### src/rtl/sb_pkg.sv
package sb_pkg;
    localparam int NU = 4;
    localparam int UW = 2;

    typedef enum logic [1:0] {
        OP_LOAD = 2'd0,
        OP_ADD  = 2'd1,
        OP_MUL  = 2'd2,
        OP_DIV  = 2'd3
    } op_e;

    typedef enum logic [1:0] {
        ST_IDLE  = 2'd0,
        ST_READ  = 2'd1,
        ST_EXEC  = 2'd2,
        ST_WRITE = 2'd3
    } ust_e;
endpackage

### src/rtl/sb_regstat.sv
module sb_regstat
    import sb_pkg::*;
#(
    parameter int NUM_REGS = 32,
    parameter int REG_W    = 5
) (
    input  logic             clk,
    input  logic             rst_n,
    input  logic             set_i,
    input  logic [REG_W-1:0] set_reg_i,
    input  logic [UW-1:0]    set_unit_i,
    input  logic [NU-1:0]    wr_all_i,
    input  logic [REG_W-1:0] s1_reg_i,
    input  logic [REG_W-1:0] s2_reg_i,
    input  logic [REG_W-1:0] dst_reg_i,
    output logic             s1_pend_o,
    output logic [UW-1:0]    s1_unit_o,
    output logic             s2_pend_o,
    output logic [UW-1:0]    s2_unit_o,
    output logic             dst_pend_o
);
    typedef struct packed {
        logic          pend;
        logic [UW-1:0] unit;
    } rs_ent_t;

    rs_ent_t tab_d [NUM_REGS];
    rs_ent_t tab_q [NUM_REGS];

    always_comb begin
        for (int r = 0; r < NUM_REGS; r++) begin
            tab_d[r] = tab_q[r];
            if (tab_q[r].pend && wr_all_i[tab_q[r].unit]) begin
                tab_d[r].pend = 1'b0;
            end
            if (set_i && (set_reg_i == REG_W'(r))) begin
                tab_d[r].pend = 1'b1;
                tab_d[r].unit = set_unit_i;
            end
        end
    end

    always_ff @(posedge clk) begin
        for (int r = 0; r < NUM_REGS; r++) begin
            if (!rst_n) tab_q[r] <= '0;
            else        tab_q[r] <= tab_d[r];
        end
    end

    assign s1_pend_o  = tab_q[s1_reg_i].pend;
    assign s1_unit_o  = tab_q[s1_reg_i].unit;
    assign s2_pend_o  = tab_q[s2_reg_i].pend;
    assign s2_unit_o  = tab_q[s2_reg_i].unit;
    assign dst_pend_o = tab_q[dst_reg_i].pend;

    // a new writer is never recorded over a pending one
    assert_no_double_writer_R3: assert property (@(posedge clk) disable iff (!rst_n)
        set_i |-> !tab_q[set_reg_i].pend);
endmodule

### src/rtl/sb_unit.sv
module sb_unit
    import sb_pkg::*;
#(
    parameter int REG_W = 5,
    parameter int LAT   = 2
) (
    input  logic             clk,
    input  logic             rst_n,
    input  logic             iss_i,
    input  logic [REG_W-1:0] iss_dst_i,
    input  logic [REG_W-1:0] iss_s1_i,
    input  logic [REG_W-1:0] iss_s2_i,
    input  logic [UW-1:0]    iss_q1_i,
    input  logic [UW-1:0]    iss_q2_i,
    input  logic             iss_r1_i,
    input  logic             iss_r2_i,
    input  logic [NU-1:0]    wr_all_i,
    input  logic             war_hold_i,
    output logic             busy_o,
    output logic             pend_read_o,
    output logic [REG_W-1:0] dst_o,
    output logic [REG_W-1:0] s1_o,
    output logic [REG_W-1:0] s2_o,
    output logic             r1_o,
    output logic             r2_o,
    output logic             rd_o,
    output logic             cmp_o,
    output logic             wr_o
);
    localparam int CNT_W = (LAT > 1) ? $clog2(LAT) : 1;
    localparam int AGE_W = $clog2(LAT + 1) + 1;

    typedef struct packed {
        ust_e             st;
        logic [REG_W-1:0] dst;
        logic [REG_W-1:0] s1;
        logic [REG_W-1:0] s2;
        logic [UW-1:0]    q1;
        logic [UW-1:0]    q2;
        logic             r1;
        logic             r2;
        logic [CNT_W-1:0] cnt;
    } ustate_t;

    ustate_t s_d, s_q;

    always_comb begin
        s_d   = s_q;
        rd_o  = (s_q.st == ST_READ) && s_q.r1 && s_q.r2;
        cmp_o = (s_q.st == ST_EXEC) && (s_q.cnt == '0);
        wr_o  = (s_q.st == ST_WRITE) && !war_hold_i;
        if (!s_q.r1 && wr_all_i[s_q.q1]) s_d.r1 = 1'b1;
        if (!s_q.r2 && wr_all_i[s_q.q2]) s_d.r2 = 1'b1;
        case (s_q.st)
            ST_IDLE: begin
                if (iss_i) begin
                    s_d.st  = ST_READ;
                    s_d.dst = iss_dst_i;
                    s_d.s1  = iss_s1_i;
                    s_d.s2  = iss_s2_i;
                    s_d.q1  = iss_q1_i;
                    s_d.q2  = iss_q2_i;
                    s_d.r1  = iss_r1_i;
                    s_d.r2  = iss_r2_i;
                end
            end
            ST_READ: begin
                if (rd_o) begin
                    s_d.st  = ST_EXEC;
                    s_d.cnt = CNT_W'(LAT - 1);
                end
            end
            ST_EXEC: begin
                if (cmp_o) s_d.st  = ST_WRITE;
                else       s_d.cnt = s_q.cnt - 1'b1;
            end
            ST_WRITE: begin
                if (wr_o) s_d.st = ST_IDLE;
            end
        endcase
    end

    always_ff @(posedge clk) begin
        if (!rst_n) s_q <= '0;
        else        s_q <= s_d;
    end

    assign busy_o      = (s_q.st != ST_IDLE);
    assign pend_read_o = (s_q.st == ST_READ);
    assign dst_o       = s_q.dst;
    assign s1_o        = s_q.s1;
    assign s2_o        = s_q.s2;
    assign r1_o        = s_q.r1;
    assign r2_o        = s_q.r2;

    // independent up-counter of execute cycles, used only by the latency check
    logic [AGE_W-1:0] age_q;
    always_ff @(posedge clk) begin
        if (!rst_n)                          age_q <= '0;
        else if (rd_o)                       age_q <= AGE_W'(1);
        else if (s_q.st == ST_EXEC && !cmp_o) age_q <= age_q + 1'b1;
    end

    // the top only hands an instruction to an empty unit
    assert_issue_to_idle_R2: assert property (@(posedge clk) disable iff (!rst_n)
        iss_i |-> (s_q.st == ST_IDLE));

    // execution finishes after exactly LAT cycles
    assert_exec_length_R5: assert property (@(posedge clk) disable iff (!rst_n)
        cmp_o |-> (age_q == AGE_W'(LAT)));
endmodule

### src/rtl/sb_ctrl.sv
module sb_ctrl
    import sb_pkg::*;
#(
    parameter int NUM_REGS = 32,
    parameter int LAT_LOAD = 2,
    parameter int LAT_ADD  = 5,
    parameter int LAT_MUL  = 10,
    parameter int LAT_DIV  = 20,
    localparam int REG_W   = $clog2(NUM_REGS)
) (
    input  logic             clk,
    input  logic             rst_n,
    input  logic             in_valid,
    input  logic [UW-1:0]    in_op,
    input  logic [REG_W-1:0] in_dst,
    input  logic [REG_W-1:0] in_src1,
    input  logic [REG_W-1:0] in_src2,
    output logic             in_ready,
    output logic             iss_evt,
    output logic [NU-1:0]    rd_evt,
    output logic [NU-1:0]    cmp_evt,
    output logic [NU-1:0]    wr_evt
);
    logic [NU-1:0]    u_busy, u_pend_read, u_r1, u_r2, u_hold, iss_vec;
    logic [REG_W-1:0] u_dst [NU];
    logic [REG_W-1:0] u_s1  [NU];
    logic [REG_W-1:0] u_s2  [NU];

    logic             s1_pend, s2_pend, dst_pend;
    logic [UW-1:0]    s1_unit, s2_unit;
    logic             iss_r1, iss_r2;

    assign in_ready = !u_busy[in_op] && !dst_pend;
    assign iss_evt  = in_valid && in_ready;
    assign iss_r1   = !s1_pend || wr_evt[s1_unit];
    assign iss_r2   = !s2_pend || wr_evt[s2_unit];

    always_comb begin
        for (int u = 0; u < NU; u++) begin
            iss_vec[u] = iss_evt && (in_op == UW'(u));
        end
    end

    // write-after-read guard across the units
    always_comb begin
        u_hold = '0;
        for (int u = 0; u < NU; u++) begin
            for (int f = 0; f < NU; f++) begin
                if (f != u && u_pend_read[f] &&
                    ((u_s1[f] == u_dst[u] && u_r1[f]) ||
                     (u_s2[f] == u_dst[u] && u_r2[f]))) begin
                    u_hold[u] = 1'b1;
                end
            end
        end
    end

    sb_regstat #(
        .NUM_REGS (NUM_REGS),
        .REG_W    (REG_W)
    ) u_regstat (
        .clk        (clk),
        .rst_n      (rst_n),
        .set_i      (iss_evt),
        .set_reg_i  (in_dst),
        .set_unit_i (in_op),
        .wr_all_i   (wr_evt),
        .s1_reg_i   (in_src1),
        .s2_reg_i   (in_src2),
        .dst_reg_i  (in_dst),
        .s1_pend_o  (s1_pend),
        .s1_unit_o  (s1_unit),
        .s2_pend_o  (s2_pend),
        .s2_unit_o  (s2_unit),
        .dst_pend_o (dst_pend)
    );

    for (genvar g = 0; g < NU; g++) begin : g_unit
        localparam int LAT_G = (g == 0) ? LAT_LOAD :
                               (g == 1) ? LAT_ADD  :
                               (g == 2) ? LAT_MUL  : LAT_DIV;
        sb_unit #(
            .REG_W (REG_W),
            .LAT   (LAT_G)
        ) u_fu (
            .clk         (clk),
            .rst_n       (rst_n),
            .iss_i       (iss_vec[g]),
            .iss_dst_i   (in_dst),
            .iss_s1_i    (in_src1),
            .iss_s2_i    (in_src2),
            .iss_q1_i    (s1_unit),
            .iss_q2_i    (s2_unit),
            .iss_r1_i    (iss_r1),
            .iss_r2_i    (iss_r2),
            .wr_all_i    (wr_evt),
            .war_hold_i  (u_hold[g]),
            .busy_o      (u_busy[g]),
            .pend_read_o (u_pend_read[g]),
            .dst_o       (u_dst[g]),
            .s1_o        (u_s1[g]),
            .s2_o        (u_s2[g]),
            .r1_o        (u_r1[g]),
            .r2_o        (u_r2[g]),
            .rd_o        (rd_evt[g]),
            .cmp_o       (cmp_evt[g]),
            .wr_o        (wr_evt[g])
        );
    end

    // an accepted instruction is waiting for its operand read in the next cycle
    assert_read_after_issue_R4: assert property (@(posedge clk) disable iff (!rst_n)
        iss_evt |=> (($past(iss_vec) & u_pend_read) != '0));
endmodule

### config.mk
export PLATFORM = sky130hd
export DESIGN_NAME = sb_ctrl
export DESIGN_NICKNAME = d
export VERILOG_FILES = /design/src/rtl/sb_pkg.sv /design/src/rtl/sb_regstat.sv /design/src/rtl/sb_unit.sv /design/src/rtl/sb_ctrl.sv
export SDC_FILE = /design/constraint.sdc
export NUM_CORES = 1
export LEC_CHECK = 0
export BUFFER_PORTS_ARGS = -buffer_cell sky130_fd_sc_hd__buf_2
export CAP_MARGIN = 20
export CORE_UTILIZATION = 45
export CTS_CLUSTER_DIAMETER = 30
export DETAILED_ROUTE_END_ITERATION = 10
export PLACE_DENSITY_LB_ADDON = 0.12
export SETUP_SLACK_MARGIN = 0.4
export SLEW_MARGIN = 10
export SYNTH_ARGS = -nofsm -noshare
export SYNTH_HDL_FRONTEND = slang
export SYNTH_SLANG_ARGS = --single-unit
### constraint.sdc
create_clock -name clk -period 5.2 [get_ports clk]
set_input_delay 1.3 -clock clk [delete_from_list [all_inputs] [get_ports clk]]
set_output_delay 1.3 -clock clk [all_outputs]
set_load 0.01 [all_outputs]
Yosys cells after proc, flatten, opt, wreduce, memory -nomap -nowiden
Memory sizes are Yosys's and may differ from the RTL's. Index checks and enable logic that the tools add are counted.

Add/subtract/negate cells: 4. Mux-type cells: 240. Divide/modulo/power cells: 0. Eq/ne operators: 90. Reductions and logical operators: 189. Multipliers: 0. Order comparisons: 43. Shift-type cells: 0. Bitwise logic cells: 33.

Operators with widths (number): 3-bit two-way mux (66); 1-bit logical AND (130); 2-bit by 3-bit < comparator with 1-bit output, second input constant (43); 5-bit equality test (24); 1-bit two-way mux (99); 23-bit two-way mux (4); 1-bit binary-select mux with 2-bit select (43); 5-bit equality test, second input constant (16); 5-bit by 4-bit equality test with 1-bit output, second input constant (8); 2-bit two-way mux (16); 1-bit OR (32); 2-bit one-hot mux with 4 select lines (4); 2-bit by 1-bit != test with 1-bit output, second input constant (12); 2-bit equality test, second input constant (10); 5-bit by 3-bit equality test with 1-bit output, second input constant (4); 1-bit logical NOT (16); 2-bit != test, second input constant (8); 4-bit AND reduction (4); 2-bit nonzero test (8); 1-bit logical OR (14); 3-bit AND reduction (4); 2-bit by 1-bit equality test with 1-bit output, second input constant (5); 5-bit by 2-bit equality test with 1-bit output, second input constant (2); 2-bit logical NOT (5); other kinds (16) (22).

Output and inout port bits: 14. Memory bits (writable): 96. Input bits: 20. Memory bits (read-only): 0. Logic and storage cells: 636. Latch bits: 0. Memories: 1. Register bits: 105.

Memories: u_regstat.tab_q (depth 32, width 3, rd ports 35, clocked after memory_dff 0, write ports 32, RTL line sb_regstat.sv:28) `rs_ent_t tab_q [NUM_REGS];`.

Depth between registers and ports, before layout
Gate-level depths: netlist of run 1.

Word-level depth: 15. Gate-level depth with buffers: 14. Depth with buffers taken out: 10.

By module
Synthesis of run 1 repeated with hierarchy kept, for this count alone.

Cell total of the unflattened synthesis: 1402. Area total of the unflattened synthesis: 13307.8 um^2.

By module, submodules not included: sb_regstat (instances 1, area each 6311.1 um^2, cells each 566, sequential area each 1921.8 um^2); sb_ctrl (instances 1, area each 1664.1 um^2, cells each 216, sequential area each 0.0 um^2); sb_unit at g_unit[3].u_fu (instances 1, area each 1422.6 um^2, cells each 163, sequential area each 560.5 um^2); sb_unit at g_unit[2].u_fu (instances 1, area each 1375.1 um^2, cells each 163, sequential area each 540.5 um^2); sb_unit at g_unit[1].u_fu (instances 1, area each 1370.1 um^2, cells each 156, sequential area each 520.5 um^2); sb_unit at g_unit[0].u_fu (instances 1, area each 1164.9 um^2, cells each 138, sequential area each 480.5 um^2).

Least setup slack after synthesis of run 1
Ideal clock, no wire load.

Path type: input-to-output. Start point: in in_dst[0]. End point: out iss_evt. Setup slack: 1.088 ns. Cell stages on the path: 7. Data arrival time: 2.812 ns. Required time: 3.900 ns. Buffers on the path: 2. Cells stage by stage: buf_2 mux4_2 mux2_2 nand3_1 and4_1 buf_4 and2_1.

Word-level cells in the longest chain between the ends: 4.

Ends and longest elaborated chain: start, declared (RTL line sb_ctrl.sv:15) `input logic [REG_W-1:0] in_dst,`; memory 32 x 3 bit; 1-bit logical NOT (RTL line sb_ctrl.sv:33) `assign in_ready = !u_busy[in_op] && !dst_pend;`; 1-bit logical AND (RTL line sb_ctrl.sv:33); via in_ready (RTL line sb_ctrl.sv:18) `output logic in_ready,`; 1-bit logical AND (RTL line sb_ctrl.sv:34) `assign iss_evt = in_valid && in_ready;`; end, declared (RTL line sb_ctrl.sv:19) `output logic iss_evt,`.

The timed path passes the listed nets, and every way through them passes these cells.

Worst setup path in the final report of run 1
Start point: in in_dst[1]. End point: out iss_evt.

Word-level cells in the longest chain between the ends: 4.

Ends and longest elaborated chain (RTL line): memory 32 x 3 bit; 1-bit logical NOT (sb_ctrl.sv:33); 1-bit logical AND (sb_ctrl.sv:33); 1-bit logical AND (sb_ctrl.sv:34).

No other way between the ends.

==> results of run 1 <==
-- power groups by stage --
stage / clock, W / combinational [W] / sequential [W]
after floorplan: 0 / 0.000744 / 0.00174
after global placement: 0 / 0.000927 / 0.00182
after detailed placement: 0 / 0.000939 / 0.00182
after CTS: 0.00335 / 0.000944 / 0.00179
after global routing: 0.00343 / 0.00104 / 0.00181
final: 0.00332 / 0.000949 / 0.00179
-- metrics by stage --
stage | std cells | utilization [%] | hold WS, ns
after floorplan | 1523 | - | 0.433
after global placement | 1826 | 47.0 | 0.467
after detailed placement | 1826 | 47.0 | 0.471
after CTS | 1918 | 53.6 | 0.477
after global routing | 1919 | 53.6 | 0.502
final | 1919 | 53.6 | 0.472
-- flip-flops by register name, summed over array words and instances (netlist names) --
| signal | flops |
|---|---|
| g_unit.u_fu.s2_o | 20 |
| g_unit.u_fu.s_q | 37 |
| u_regstat.tab_q | 96 |
| g_unit.u_fu.r2_o | 4 |
| g_unit.u_fu.dst_o | 20 |
| g_unit.u_fu.r1_o | 4 |
| g_unit.u_fu.s1_o | 20 |
-- critical path, stage by stage --
cell and delay [ns]:
buf_2 0.46, mux4_2 0.39, mux2_2 0.28, nand3_1 0.11, and4_1 0.39, and2_1 0.18
buf_2 0.13
-- final cells by class --
| cell class | count | area, µm² |
|---|---|---|
| multi-input cells | 1149 | 8090 |
| fillers | 2635 | 13000 |
| clock buffers | 68 | 1480 |
| clock inverters | 24 | 339 |
| flip-flops and latches | 201 | 4020 |
| well taps | 378 | 473 |
| inverters | 32 | 125 |
| diodes | 1 | 2.50 |
| repair buffers | 66 | 425 |
-- cell families (layout without fill, tap and decap cells) --
logic type	Yosys count	in the layout	share of synthesized area, %
fa+ha+maj	25	25	2.43
xor+xnor	118	118	8.02
other cells	0	1	0
buf+inv	173	190	6.11
simple gates	547	547	20.1
mux	138	138	15.3
compound gates	321	321	16.8
flops	201	201	31.2
-- cell usage after synthesis (17+ instances only) --
library cell / instances
buf_4: 19
xor2_1: 59
inv_1: 31
a21oi_1: 124
mux2i_1: 90
nand2_1: 193
o21ai_0: 35
nor2_1: 113
nand3_1: 68
ha_1: 25
nand4_1: 22
clkbuf_1: 76
buf_2: 35
mux4_2: 47
nor2b_1: 17
xnor2_1: 59
o221a_2: 31
nor4_1: 21
dfxtp_1: 201
nor3_1: 47
a211oi_1: 52
-- path summary, 6_finish.rpt --
path                                  to              startpoint  slack [ns]  depth (start not counted)
setup reg to reg  g_unit[3].u_fu.s_q[27]  g_unit[0].u_fu.s_q[23]        1.90                          9
setup / recovery                 iss_evt               in_dst[1]        0.65                          7
hold / removal     g_unit[2].u_fu.s_q[0]   g_unit[2].u_fu.s_q[0]        0.47                          1
hold reg to reg    g_unit[2].u_fu.s_q[0]   g_unit[2].u_fu.s_q[0]        0.47                          1
-- layer usage --
layer / wire, µm / vias up / GRT usage (%) / part of all wire [%]
met5: 0 / - / 0 / 0
met4: 1580 / 0 / 12.4 / 3.7
met3: 2780 / 101 / 4.58 / 6.5
met2: 20500 / 447 / 50.0 / 48
met1: 18200 / 5832 / 37.4 / 42
li1: - / 5480 / - / -
==> out/results.ini, run 1 <==
[pwr]
switching_share_pct=28.5
power_leakage_nw=5.71
p_switching_w=0.00172
power.total_w=0.00606
pwr-share-seq_pct=29.6
p_clk_share_pct=54.7
powerDensity_nw_per_um2=405
combPwrFrac_pct=15.7
internal_power_w=0.00434
ir_drop_mv=0.255

[timing]
setup_tns_ns=0
period_needed_ns=4.55
hold_viol=0
max_slew_margin_pct=36.3
skew_ns=0.0258
fmax_mhz=220
finalSetupViolCount=0
finalWorstSetupSlack_ns=0.649
post-route-period-util_pct=87.5
report.final.slew_viol_count=0
worst_pin_slew_ns=0.948
rsz0062_at_grt=no

[worst_setup_path]
path_class=primary input to primary output
cp.required_ns=3.90
arrival_ns=3.25
crit_path_end_kind=primary output
crit_path_max_fanout=24
start_kind=primary input

[floorplan]
die_w_um=171
start_util_pct=46.1
die_h_um=171
fp-row-count=61
core_area_um2=27900
io_pins=34
die_area_um2=29300

[clocking]
clock_sinks=201
cts_hold_buf=0
clock_latency_ns=0.57
post_cts.repair.setup_buffers=0
ctsResizeCount=0
clkTransAtPathRegs_ns=0.04
cts_tree=done
cts_root_buf=clkbuf_16
cts_max_level=2
cts_buffers=53
clockBufferDepth=3

[route]
first_iter_violations=1107
vias=11860
drt-total-wl_um=43100
wl_per_cell_um=22.4
firstDrtPassIters=5
post-route-drc-count=0
drtAntennaViolNets=0
via_per_inst=6.18

[final_layout]
drive_above_1_share_pct=16.4
most-common-layout-cells=dfxtp_1, nand2_1, a21oi_1
fin_area_um2=15000
area_growth_pct=16.2
final_common_cell=dfxtp_1
fin_nets=1548

[yosys]
synth.yosys.seq_area_share_pct=31.2
synth_seq_cells=201
synth_top_area_share_pct=31.2
synthesis.nets=1568
synth_area_um2=12900
synthTopCellsByArea=dfxtp_1, mux4_2, mux2i_1
netlist_instances=1523
synth.distinct_cells=69
yosysWarnings=0
yosysTopAreaCell=dfxtp_1
async_flop_share_pct=0
synth_edf_count=0
synth-main-ff-cell=dfxtp_1
synth_area_per_cell_um2=8.46

[placed_design]
pre_cts_slack_ns=0.677
place.port_buffers=33
place_hpwl_um=28500
dpl_cell_area_um2=13100
place_congestion=0.932

[global_route]
grtUsageTotal_pct=29.6
grt_pass1_wl_um=66000
grt_pass1_vias=11100
grt_remaining_overflow=0
antenna_found_initial=1
grt_max_degree=95

[flow_run]
max_cap_violations=0

[run_status]
status=completed

[hold_path]
hold_path_class=flip-flop to flip-flop

Power figures use the tool's default switching activity.
==> run 2: changes to the inputs <==
- RECOVER_POWER: default -> 100
==> out/results.ini, run 2 (same netlist as run 1, synthesis figures left out) <==
[route]
wl_per_cell_um=22.4
drt-total-wl_um=42900
post-route-drc-count=0
wl_met1_um=18100
via_per_inst=6.18
drtAntennaViolNets=0
dr.max_layer_used=met4
wl_met3_um=2870
firstDrtPassIters=6
vias=11853
wl_met2_um=20400
first_iter_violations=1046

[pwr]
ir_drop_mv=0.256
internal_power_w=0.00433
p_switching_w=0.00172
switching_share_pct=28.4
pwr-share-seq_pct=29.6
power_leakage_nw=5.65
power.total_w=0.00606
combPwrFrac_pct=15.6
powerDensity_nw_per_um2=406
p_clk_share_pct=54.8

[floorplan]
die_w_um=171
die_h_um=171
die_area_um2=29300
core_area_um2=27900
start_util_pct=46.1
fp-row-count=61
io_pins=34

[timing]
setup_tns_ns=0
max_slew_margin_pct=-112
report.final.slew_viol_count=116
hold_viol=0
finalSetupViolCount=0
rsz0062_at_grt=no
whs_ns=0.472
period_needed_ns=4.61
fmax_mhz=217
post-route-period-util_pct=88.7
worst_pin_slew_ns=3.17
skew_ns=0.0274

[global_route]
grt_max_degree=95
antenna_found_initial=1
grt_remaining_overflow=0
grtUsageTotal_pct=29.6
grt_pass1_vias=11100
grt_pass1_wl_um=66000

[clocking]
cts_root_buf=clkbuf_16
clock_latency_ns=0.57
post_cts.repair.setup_buffers=0
cts_buffers=53
ctsResizeCount=0
cts_hold_buf=0
cts_tree=done
clockBufferDepth=3
clock_sinks=201
clkTransAtPathRegs_ns=0.04
cts_max_level=2

[final_layout]
fin_nets=1548
drive_above_1_share_pct=15.2
most-common-layout-cells=dfxtp_1, nand2_1, a21oi_1
largest_reg_flops=96
post-route-util_pct=53.4
final_common_cell=dfxtp_1
area_growth_pct=15.9
largestRegisters=u_regstat.tab_q (96), g_unit.u_fu.s_q (37)
largest-register=u_regstat.tab_q

[run_status]
violations=max-capacitance violations, max-slew violations
status=finished, violations left

[flow_run]
max_cap_violations=2

[worst_setup_path]
path_class=primary input to flip-flop
r2r_end=g_unit[3].u_fu.s_q[27]
endpoint=g_unit[2].u_fu.s2_o[4]
crit_path_max_fanout=94
crit_path_end_kind=flip-flop
arrival_ns=5.01
start_kind=primary input
cp.required_ns=5.60
r2r_setup_slack_ns=1.81
cp-startpoint=rst_n
r2r_cells=9
reg2reg_from=g_unit[0].u_fu.s_q[23]

[placed_design]
place.port_buffers=33
place_congestion=0.932
place_hpwl_um=28500

[hold_path]
hold_path_class=flip-flop to flip-flop

==> run 2: cell count changes in the layout (fill, tap and decap cells not counted), sizes merged <==
cell / delta
clkbuf: +19
buf: -19
==> run 2: area by class of cell <==
| class | instances | area, µm² |
|---|---|---|
| antenna | 1 | 2.50 |
| clock buffer | 68 | 1480 |
| clock inverter | 24 | 339 |
| fill | 2649 | 13000 |
| inverter | 32 | 120 |
| multi-input combinational | 1149 | 8090 |
| sequential | 201 | 4020 |
| tap | 378 | 473 |
| timing repair buffer | 66 | 393 |
==> run 2: how the worst min path moves through the flow <==
stage	from	to	cells after the start
2_1_floorplan	g_unit[2].u_fu.s_q[0]	g_unit[2].u_fu.s_q[0]	1
3_5_place_dp	g_unit[2].u_fu.s_q[0]	g_unit[2].u_fu.s_q[0]	1
4_1_cts	g_unit[2].u_fu.s_q[0]	g_unit[2].u_fu.s_q[0]	1
6_report	g_unit[2].u_fu.s_q[0]	g_unit[2].u_fu.s_q[0]	1
5_1_grt	g_unit[2].u_fu.s_q[0]	g_unit[2].u_fu.s_q[0]	1
3_3_place_gp	g_unit[2].u_fu.s_q[0]	g_unit[2].u_fu.s_q[0]	1
==> run 2: per-layer routing <==
layer | vias to the layer above | track usage [%]
met4 | 0 | 12.4
met3 | 105 | 4.58
met5 | - | 0
li1 | 5478 | -
met1 | 5797 | 37.4
met2 | 473 | 50.0
==> run 2: critical path: stages <==
cell and delay [ns]:
clkbuf_1 0.33, inv_1 2.36, clkbuf_2 0.87, nor2_1 0.12
==> run 2: through the flow <==
| step | worst slack, ns | area, µm² | cells |
|---|---|---|---|
| after floorplan | 1.09 | 12900 | 1523 |
| after global placement | 0.707 | 13100 | 1826 |
| after global routing | 0.299 | 14900 | 1919 |
| final | 0.588 | 14900 | 1919 |
| after detailed placement | 0.677 | 13100 | 1826 |
| after CTS | 0.678 | 15000 | 1918 |
==> run 2: power groups by stage <==
stage	Sequential (W)	Clock, W	Combinational [W]
detailed placement	0.00182	0	0.000939
global route	0.00181	0.00343	0.00104
finish	0.00179	0.00332	0.000946
floorplan	0.00174	0	0.000744
global placement	0.00182	0	0.000927
CTS	0.00179	0.00335	0.000944
